File: src/rtl/rtcs_pkg.sv
package rtcs_pkg;
  typedef enum logic [1:0] {
    BURST_READ  = 2'b01,
    BURST_WRITE = 2'b10
  } burst_kind_e;

  function automatic burst_kind_e kind_of(input logic is_write);
    return is_write ? BURST_WRITE : BURST_READ;
  endfunction
endpackage

File: src/rtl/rtcs_sync.sv
module rtcs_sync #(
  parameter int W = 1,
  parameter int STAGES = 2,
  parameter logic [W-1:0] RST_VAL = '0
) (
  input  logic         clk,
  input  logic         rst,
  input  logic [W-1:0] d,
  output logic [W-1:0] q
);
  logic [W-1:0] stg [STAGES];

  for (genvar g = 0; g < STAGES; g++) begin : g_stage
    if (g == 0) begin : g_first
      always_ff @(posedge clk) begin
        if (rst) stg[g] <= RST_VAL;
        else     stg[g] <= d;
      end
    end else begin : g_next
      always_ff @(posedge clk) begin
        if (rst) stg[g] <= RST_VAL;
        else     stg[g] <= stg[g-1];
      end
    end
  end

  assign q = stg[STAGES-1];
endmodule

File: src/rtl/rtcs_counter.sv
module rtcs_counter #(
  parameter int SEC_W = 32,
  parameter int SUB_W = 8,
  localparam int TOT_W = SEC_W + SUB_W
) (
  input  logic             clk,
  input  logic             rst,
  input  logic             run_en,
  input  logic             tick,
  input  logic             load,
  input  logic [TOT_W-1:0] load_val,
  output logic [TOT_W-1:0] value
);
  logic [SEC_W-1:0] sec_q;
  logic [SUB_W-1:0] sub_q;
  logic             sub_wrap;

  assign sub_wrap = &sub_q;

  always_ff @(posedge clk) begin
    if (rst) begin
      sec_q <= '0;
      sub_q <= '0;
    end else if (load) begin
      sec_q <= load_val[TOT_W-1:SUB_W];
      sub_q <= load_val[SUB_W-1:0];
    end else if (run_en && tick) begin
      sub_q <= sub_q + SUB_W'(1);
      if (sub_wrap) sec_q <= sec_q + SEC_W'(1);
    end
  end

  assign value = {sec_q, sub_q};
endmodule

File: src/rtl/rtcs_shift_in.sv
module rtcs_shift_in #(
  parameter int TOT_W = 40,
  localparam int CNT_W = $clog2(TOT_W)
) (
  input  logic             clk,
  input  logic             rst,
  input  logic             sel,
  input  logic             arm,
  input  logic             sck_rise,
  input  logic             sdi,
  input  logic             wr_en,
  output logic             commit,
  output logic [TOT_W-1:0] commit_val
);
  localparam logic [CNT_W-1:0] LAST = CNT_W'(TOT_W - 1);

  logic [TOT_W-1:0] shreg;
  logic [CNT_W-1:0] cnt;
  logic             armed;
  logic             last_edge;

  assign last_edge  = sel && armed && sck_rise && (cnt == LAST);
  assign commit     = last_edge && wr_en;
  assign commit_val = {shreg[TOT_W-2:0], sdi};

  always_ff @(posedge clk) begin
    if (rst || !sel) begin
      shreg <= '0;
      cnt   <= '0;
      armed <= 1'b0;
    end else begin
      if (arm) armed <= 1'b1;
      if (armed && sck_rise) begin
        shreg <= {shreg[TOT_W-2:0], sdi};
        if (cnt == LAST) begin
          cnt   <= '0;
          armed <= 1'b0;
        end else begin
          cnt <= cnt + CNT_W'(1);
        end
      end
    end
  end
endmodule

File: src/rtl/rtcs_shift_out.sv
module rtcs_shift_out #(
  parameter int TOT_W = 40
) (
  input  logic             clk,
  input  logic             rst,
  input  logic             sel,
  input  logic             grab,
  input  logic             sck_fall,
  input  logic [TOT_W-1:0] cur_time,
  output logic             sdo
);
  logic [TOT_W-1:0] snap;
  logic             active;

  always_ff @(posedge clk) begin
    if (rst || !sel) begin
      snap   <= '0;
      active <= 1'b0;
      sdo    <= 1'b0;
    end else if (grab) begin
      snap   <= cur_time;
      active <= 1'b1;
      sdo    <= cur_time[TOT_W-1];
    end else if (active && sck_fall) begin
      snap <= {snap[TOT_W-2:0], 1'b0};
      sdo  <= snap[TOT_W-2];
    end
  end
endmodule

File: src/rtl/serial_time_counter.sv
module serial_time_counter #(
  parameter int SEC_W = 32,
  parameter int SUB_W = 8,
  parameter int SYNC_STAGES = 2,
  localparam int TOT_W = SEC_W + SUB_W
) (
  input  logic             clk,
  input  logic             rst,
  input  logic             tick_i,
  input  logic             run_en_i,
  input  logic             wr_en_i,
  input  logic             cs_n_i,
  input  logic             sck_i,
  input  logic             sdi_i,
  input  logic             cmd_valid_i,
  input  logic             cmd_write_i,
  output logic [TOT_W-1:0] time_o,
  output logic             sdo_o
);
  import rtcs_pkg::*;

  logic [2:0]       pins_s;
  logic             cs_n_s, sck_s, sdi_s, sck_prev;
  logic             sel, sck_rise, sck_fall;
  logic             wr_commit;
  logic [TOT_W-1:0] wr_val;
  burst_kind_e      kind;
  logic             arm_wr, arm_rd;

  rtcs_sync #(.W(3), .STAGES(SYNC_STAGES), .RST_VAL(3'b100)) u_sync (
    .clk(clk), .rst(rst), .d({cs_n_i, sck_i, sdi_i}), .q(pins_s)
  );

  assign {cs_n_s, sck_s, sdi_s} = pins_s;
  assign sel = !cs_n_s;

  always_ff @(posedge clk) begin
    if (rst) sck_prev <= 1'b0;
    else     sck_prev <= sck_s;
  end

  assign sck_rise = sck_s && !sck_prev;
  assign sck_fall = !sck_s && sck_prev;

  assign kind   = kind_of(cmd_write_i);
  assign arm_wr = cmd_valid_i && sel && (kind == BURST_WRITE);
  assign arm_rd = cmd_valid_i && sel && (kind == BURST_READ);

  rtcs_shift_in #(.TOT_W(TOT_W)) u_wr (
    .clk(clk), .rst(rst), .sel(sel), .arm(arm_wr), .sck_rise(sck_rise),
    .sdi(sdi_s), .wr_en(wr_en_i), .commit(wr_commit), .commit_val(wr_val)
  );

  rtcs_counter #(.SEC_W(SEC_W), .SUB_W(SUB_W)) u_cnt (
    .clk(clk), .rst(rst), .run_en(run_en_i), .tick(tick_i),
    .load(wr_commit), .load_val(wr_val), .value(time_o)
  );

  rtcs_shift_out #(.TOT_W(TOT_W)) u_rd (
    .clk(clk), .rst(rst), .sel(sel), .grab(arm_rd), .sck_fall(sck_fall),
    .cur_time(time_o), .sdo(sdo_o)
  );
endmodule

File: config.mk
export PLATFORM = sky130hd
export DESIGN_NAME = serial_time_counter
export DESIGN_NICKNAME = d
export VERILOG_FILES = /design/src/rtl/rtcs_pkg.sv /design/src/rtl/rtcs_sync.sv /design/src/rtl/rtcs_counter.sv /design/src/rtl/rtcs_shift_in.sv /design/src/rtl/rtcs_shift_out.sv /design/src/rtl/serial_time_counter.sv
export SDC_FILE = /design/constraint.sdc
export NUM_CORES = 1
export LEC_CHECK = 0
export ABC_AREA = 0
export BUFFER_PORTS_ARGS = -buffer_cell sky130_fd_sc_hd__buf_2
export CAP_MARGIN = 20
export CORE_ASPECT_RATIO = 1.75
export CORE_MARGIN = 2
export CORE_UTILIZATION = 50
export CTS_CLUSTER_SIZE = 28
export DETAILED_ROUTE_END_ITERATION = 12
export GPL_ROUTABILITY_DRIVEN = 1
export GPL_TIMING_DRIVEN = 0
export PLACE_DENSITY = 0.69
export SLEW_MARGIN = 0
export SYNTH_ARGS = -nofsm -noshare
export SYNTH_HDL_FRONTEND = slang
export SYNTH_SLANG_ARGS = --single-unit
export TNS_END_PERCENT = 30
File: constraint.sdc
create_clock -name clk -period 6.6 [get_ports clk]
set_clock_uncertainty 0.15 [all_clocks]
set_input_delay 1.32 -clock clk [delete_from_list [all_inputs] [get_ports clk]]
set_output_delay 1.32 -clock clk [all_outputs]
set_load 0.005 [all_outputs]
After elaboration in Yosys (flattened, before gate mapping)
Memory sizes are Yosys's and may differ from the RTL's.
Cells that the tools add are included.
{"block": "word_totals", "out_inout_bits": 41, "in_bits": 10, "memories": 1, "ramBits": 6, "word_cells": 58, "regBits": 128}
{"block": "op_classes", "addsub": 3, "eq_ne": 3, "reduce_logical": 21, "mux": 19, "bitwise_logic": 2}
{"name": "u_sync.stg", "words": 2, "word_bits": 3, "read_ports": 2, "rd_ports_with_merged_regs": 0, "write_ports": 2, "line_no": "rtcs_sync.sv:11", "rtl": "logic [W-1:0] stg [STAGES];"}
{"operator": "32-bit 2-to-1 mux", "count": 3}
{"operator": "39-bit 2-to-1 mux", "count": 2}
{"operator": "32-bit by 1-bit adder with 32-bit output (second input constant)", "count": 1}
{"operator": "8-bit 2-to-1 mux", "count": 2}
{"operator": "1-bit logical AND", "count": 12}
{"operator": "8-bit by 1-bit adder with 8-bit output (second input constant)", "count": 1}
{"operator": "1-bit 2-to-1 mux", "count": 8}
{"operator": "8-bit AND reduction", "count": 1}
{"operator": "6-bit by 1-bit adder with 6-bit output (second input constant)", "count": 1}
{"operator": "6-bit == test (second input constant)", "count": 1}
{"operator": "3-bit 2-to-1 mux", "count": 2}
{"operator": "6-bit 2-to-1 mux", "count": 1}
{"operator": "2-bit nonzero test", "count": 3}
{"operator": "1-bit zero test", "count": 3}
{"operator": "2-bit by 1-bit == test with 1-bit output (second input constant)", "count": 1}
{"operator": "2-bit == test (second input constant)", "count": 1}
{"operator": "2-bit 2-to-1 mux", "count": 1}
{"operator": "1-bit bitwise OR", "count": 2}
{"operator": "2-bit AND reduction", "count": 1}
{"operator": "1-bit logical OR", "count": 1}

Longest topological paths before layout
An unclocked memory read counts as a cell.
{"block": "depth", "ltp_word": 8, "depth_mapped": 9}

By module
From an unflattened synthesis, not the netlist that was laid out.
{"block": "unflattened", "hier_cells": 785, "hier_area_um2": 6413.7}
{"module": "rtcs_counter", "area_each_um2": 2563.7, "instances": 1, "cells_each": 325}
{"module": "rtcs_shift_out", "area_each_um2": 1968.1, "instances": 1, "cells_each": 231}
{"module": "rtcs_shift_in", "area_each_um2": 1665.3, "instances": 1, "cells_each": 210}
{"module": "rtcs_sync", "area_each_um2": 157.7, "instances": 1, "cells_each": 12}
{"module": "serial_time_counter", "area_each_um2": 58.8, "instances": 1, "cells_each": 7}

Least setup slack after synthesis
Ideal clock, no wire load.
{"block": "synth_timing", "kind": "input to register", "startpoint": "input port run_en_i", "endpoint": "register u_cnt.sec_q[28]", "required_ns": 6.364, "path_stages": 6, "arrival_time_ns": 2.556, "path_slack_ns": 3.808, "setup_time_ns": 0.086, "path_buffers": 0, "cell_sequence": "nand3_1 nor3_2 nand4_2 nor3_1 xnor2_1 a211oi_1"}
{"block": "synth_between", "elab_chain_cells": 3}
{"item": "start, declared", "line_no": "serial_time_counter.sv:10", "rtl": "input logic run_en_i,"}
{"item": "1-bit logical AND", "line_no": "rtcs_counter.sv:27", "rtl": "end else if (run_en && tick) begin"}
{"item": "2-bit nonzero test (no line)"}
{"item": "2-bit AND reduction (no line)"}
{"item": "end signal, assigned", "line_no": "rtcs_counter.sv:25", "rtl": "sec_q <= load_val[TOT_W-1:SUB_W];"}
{"item": "end signal, assigned", "line_no": "rtcs_counter.sv:29", "rtl": "if (sub_wrap) sec_q <= sec_q + SEC_W'(1);"}
{"item": "end, declared", "line_no": "rtcs_counter.sv:14", "rtl": "logic [SEC_W-1:0] sec_q;"}
Every way passes these cells.
A chain may end at the register's enable or synchronous reset.

Final worst setup path
{"block": "layout_timing", "startpoint": "input port run_en_i", "endpoint": "register u_cnt.sec_q[30]"}
Same word-level chain as after synthesis.

==> reports/metrics.cfg <==
[global_route]
grt_pass1_vias = 5046
top_usage_layer = met2
use_met2_pct = 42.9
grtUsageTotal_pct = 23.7
use_met3_pct = 4.64
grtUsageMet1_pct = 26.0
grt_start_max_net_pins = 17
antenna_found_initial = 0
grt_pass1_wl_microns = 23900
grt.overflow.total = 0

[finish]
stdcell_count = 876
syn_to_final_growth_pct = 18.1
diodes = 0
drive_gt1_share_pct = 13.4
final_common_cell = dfxtp_1
nets = 742
layout_common_cells = dfxtp_1 (134), nand2_1 (100), nor2_1 (88)
fillers = 1041

[sta]
final_hold_viol_count = 0
tns_ns = 0
maxSlewHeadroom_pct = 40.8
setup_viol = 0
slew_violations = 0
worst_pin_slew_ns = 0.880
fin_crit_sh_pct = 45.9
fin_crit_ns = 3.03
maxClockFrequency_ghz = 0.330
rsz0062_at_grt = no

[cts]
h-tree-depth = 4
clockRootBuffer = clkbuf_16
clk_latency_ns = 0.41
cts_sinks = 134
path_clk_slew_ns = 0.06
cts-resized-gates = 0
numCtsBuffers = 17
ctsHoldBuffers = 0
clockBufferDepth = 2
cts_setup_buffers = 0
cts_tree = yes

[setup_path]
rr_startpoint = u_cnt.sub_q[1]
start_kind = primary input
crit_family = simple AND/OR/NAND/NOR gates
cp_data_arrival_time_ns = 3.20
crit_type = primary input to flop
worstSetupPathDepth = 7
critical-path-max-stage-delay_ns = 0.58
worstPathRequired_ns = 6.77
crit_start = run_en_i
r2r-end = u_cnt.sec_q[21]
cp_cell_sequence = buf_2 > nand3_1 > nor3_2 > nand4_2 > nor3_1 > xnor2_1 > a211oi_1
end_kind = flop
cp_max_fo = 7
cp.buffers_inverters = 1
endpoint = u_cnt.sec_q[30]
rrSetupSlack_ns = 3.84
rr_worst_depth = 7
cpMaxStageDelayCell = nor3_2

[routing]
antenna_left = 0
drt-initial-drc-count = 234
wl_microns = 14100
route.detailed.drc = 0
viasPerCell = 5.55
firstDrtPassIters = 4
vias = 4865
wire_per_inst_microns = 16.1

[placed_design]
dp_hpwl_microns = 10100
io_buffer_count = 50
gp_congestion = 0.830
placed_cells = 845

[power_and_ir_drop]
ir_drop_mv = 0.197
cellPowerDensity_nw_per_um2 = 269
power_leakage_uw = 0.00281

[die]
pin_count = 51
dieArea_sq_um = 12500
coreArea_sq_um = 11500
fp-row-count = 52
initial_core_util_pct = 50.5
die-height_microns = 146
die_x_microns = 85.3

[synthesis]
postSynthAreaPerCell_sq_um = 8.76
yosysWarnings = 0
synth.yosys.seq_area_share_pct = 46.4
syn_area_sq_um = 5780
synth_cells = 660
synth_cell_type_count = 42
synth_nets = 673
synth_top_cells_by_area = dfxtp_1 (46%), a211oi_1 (9.4%), mux2i_1 (7.1%), nand2_1 (6.5%), nor2_1 (5.7%)
yosysTopAreaCell = dfxtp_1
ys_seq_elements = 134
yosysTopAreaCellShare_pct = 46.4

[hold_path]
hp-class = flop to flop

[status]
status = complete, no violations

[flow_run]
drv_cap = 0

[registers in the layout, indices dropped and copies added (netlist names)]
register,count
sck_prev,1
u_rd.active,1
u_cnt.sec_q,32
u_wr.cnt,6
u_sync.stg,6
u_wr.armed,1
u_cnt.sub_q,8
u_rd.snap,39
u_wr.shreg,39
u_rd.sdo,1
[per-layer routing]
layer	up-vias	share of wire (%)
met5	-	0
met4	0	3.3
met3	34	4.0
met2	109	54
met1	2292	39
li1	2430	-
[per-stage QoR]
step | instance area, sq um | util (%) | worst slack [ns] | total power (uW) | hold slack [ns]
CTS | 6820 | 59.6 | 3.58 | 1850 | 0.277
floorplan | 5780 | - | 3.81 | 848 | 0.239
global route | 6820 | 59.6 | 3.45 | 1890 | 0.308
finish | 6820 | 59.6 | 3.57 | 1830 | 0.273
detailed placement | 6200 | 54.1 | 3.19 | 859 | 0.258
global placement | 6200 | 54.1 | 3.25 | 859 | 0.247
[synthesized netlist by cell type]
master and count:
o21ai_0 2, or3_1 2, and3_1 4, inv_1 9
clkbuf_1 34, bufinv_8 1, buf_1 9, nor4b_4 1
and2_2 1, ha_1 3, nand3_1 18, or2_2 5
nand3b_1 2, dfxtp_1 134, nand4_4 1, nor3_1 8
nand3_2 1, xnor2_1 21, a21oi_1 42, nor4_2 2
nand2b_1 2, nand2_1 100, nor2_1 88, and4_1 4
nor3_2 2, nor2_2 1, nand4_1 10, nand4_2 2
and2_1 1, nor2b_1 5, o32ai_1 1, nor4_4 1
a311oi_1 1, and3_2 1, and3b_1 1, mux2i_1 41
a211oi_1 72, xor2_1 21, a31oi_1 2, a211oi_2 1
buf_6 1, o21ai_1 2
[logic make-up (layout without fill, tap and decap cells)]
family	Yosys count	count (layout)	synth area share, %
fa+ha+maj	3	3	0.650
compound gates	123	123	14.1
xor+xnor	42	42	6.37
flops	134	134	46.4
buf+inv	54	135	3.88
mux	41	41	7.10
simple gates	263	263	21.5
[worst min-delay path by stage]
stage	endpoint	cells after the start	from	slack [ns]
CTS	u_sync.stg[1][2]	1	u_sync.stg[0][2]	0.28
global route	u_sync.stg[1][2]	1	u_sync.stg[0][2]	0.31
global placement	u_sync.stg[1][2]	1	u_sync.stg[0][2]	0.25
floorplan	u_sync.stg[1][2]	1	u_sync.stg[0][2]	0.24
detailed placement	u_sync.stg[1][2]	1	u_sync.stg[0][2]	0.26
finish	u_sync.stg[1][2]	1	u_sync.stg[0][2]	0.27
[layout make-up]
cell class | count | area (sq um) | share of cell area [%]
inverters | 10 | 51.3 | 0.752
clock inverters | 8 | 146 | 2.15
well taps | 135 | 169 | 2.48
plain buffers | 44 | 173 | 2.53
clock buffers | 23 | 478 | 7.01
multi-input cells | 472 | 2870 | 42.1
flip-flops and latches | 134 | 2680 | 39.3
repair buffers | 50 | 250 | 3.67
[power breakdown]
part / switching (uW) / internal, uW
sequential: 2.14 / 813
clock: 333 / 660
combinational: 19.0 / 8.44
total: 354 / 1480
Note: power is estimated with default switching activity, not from simulation.
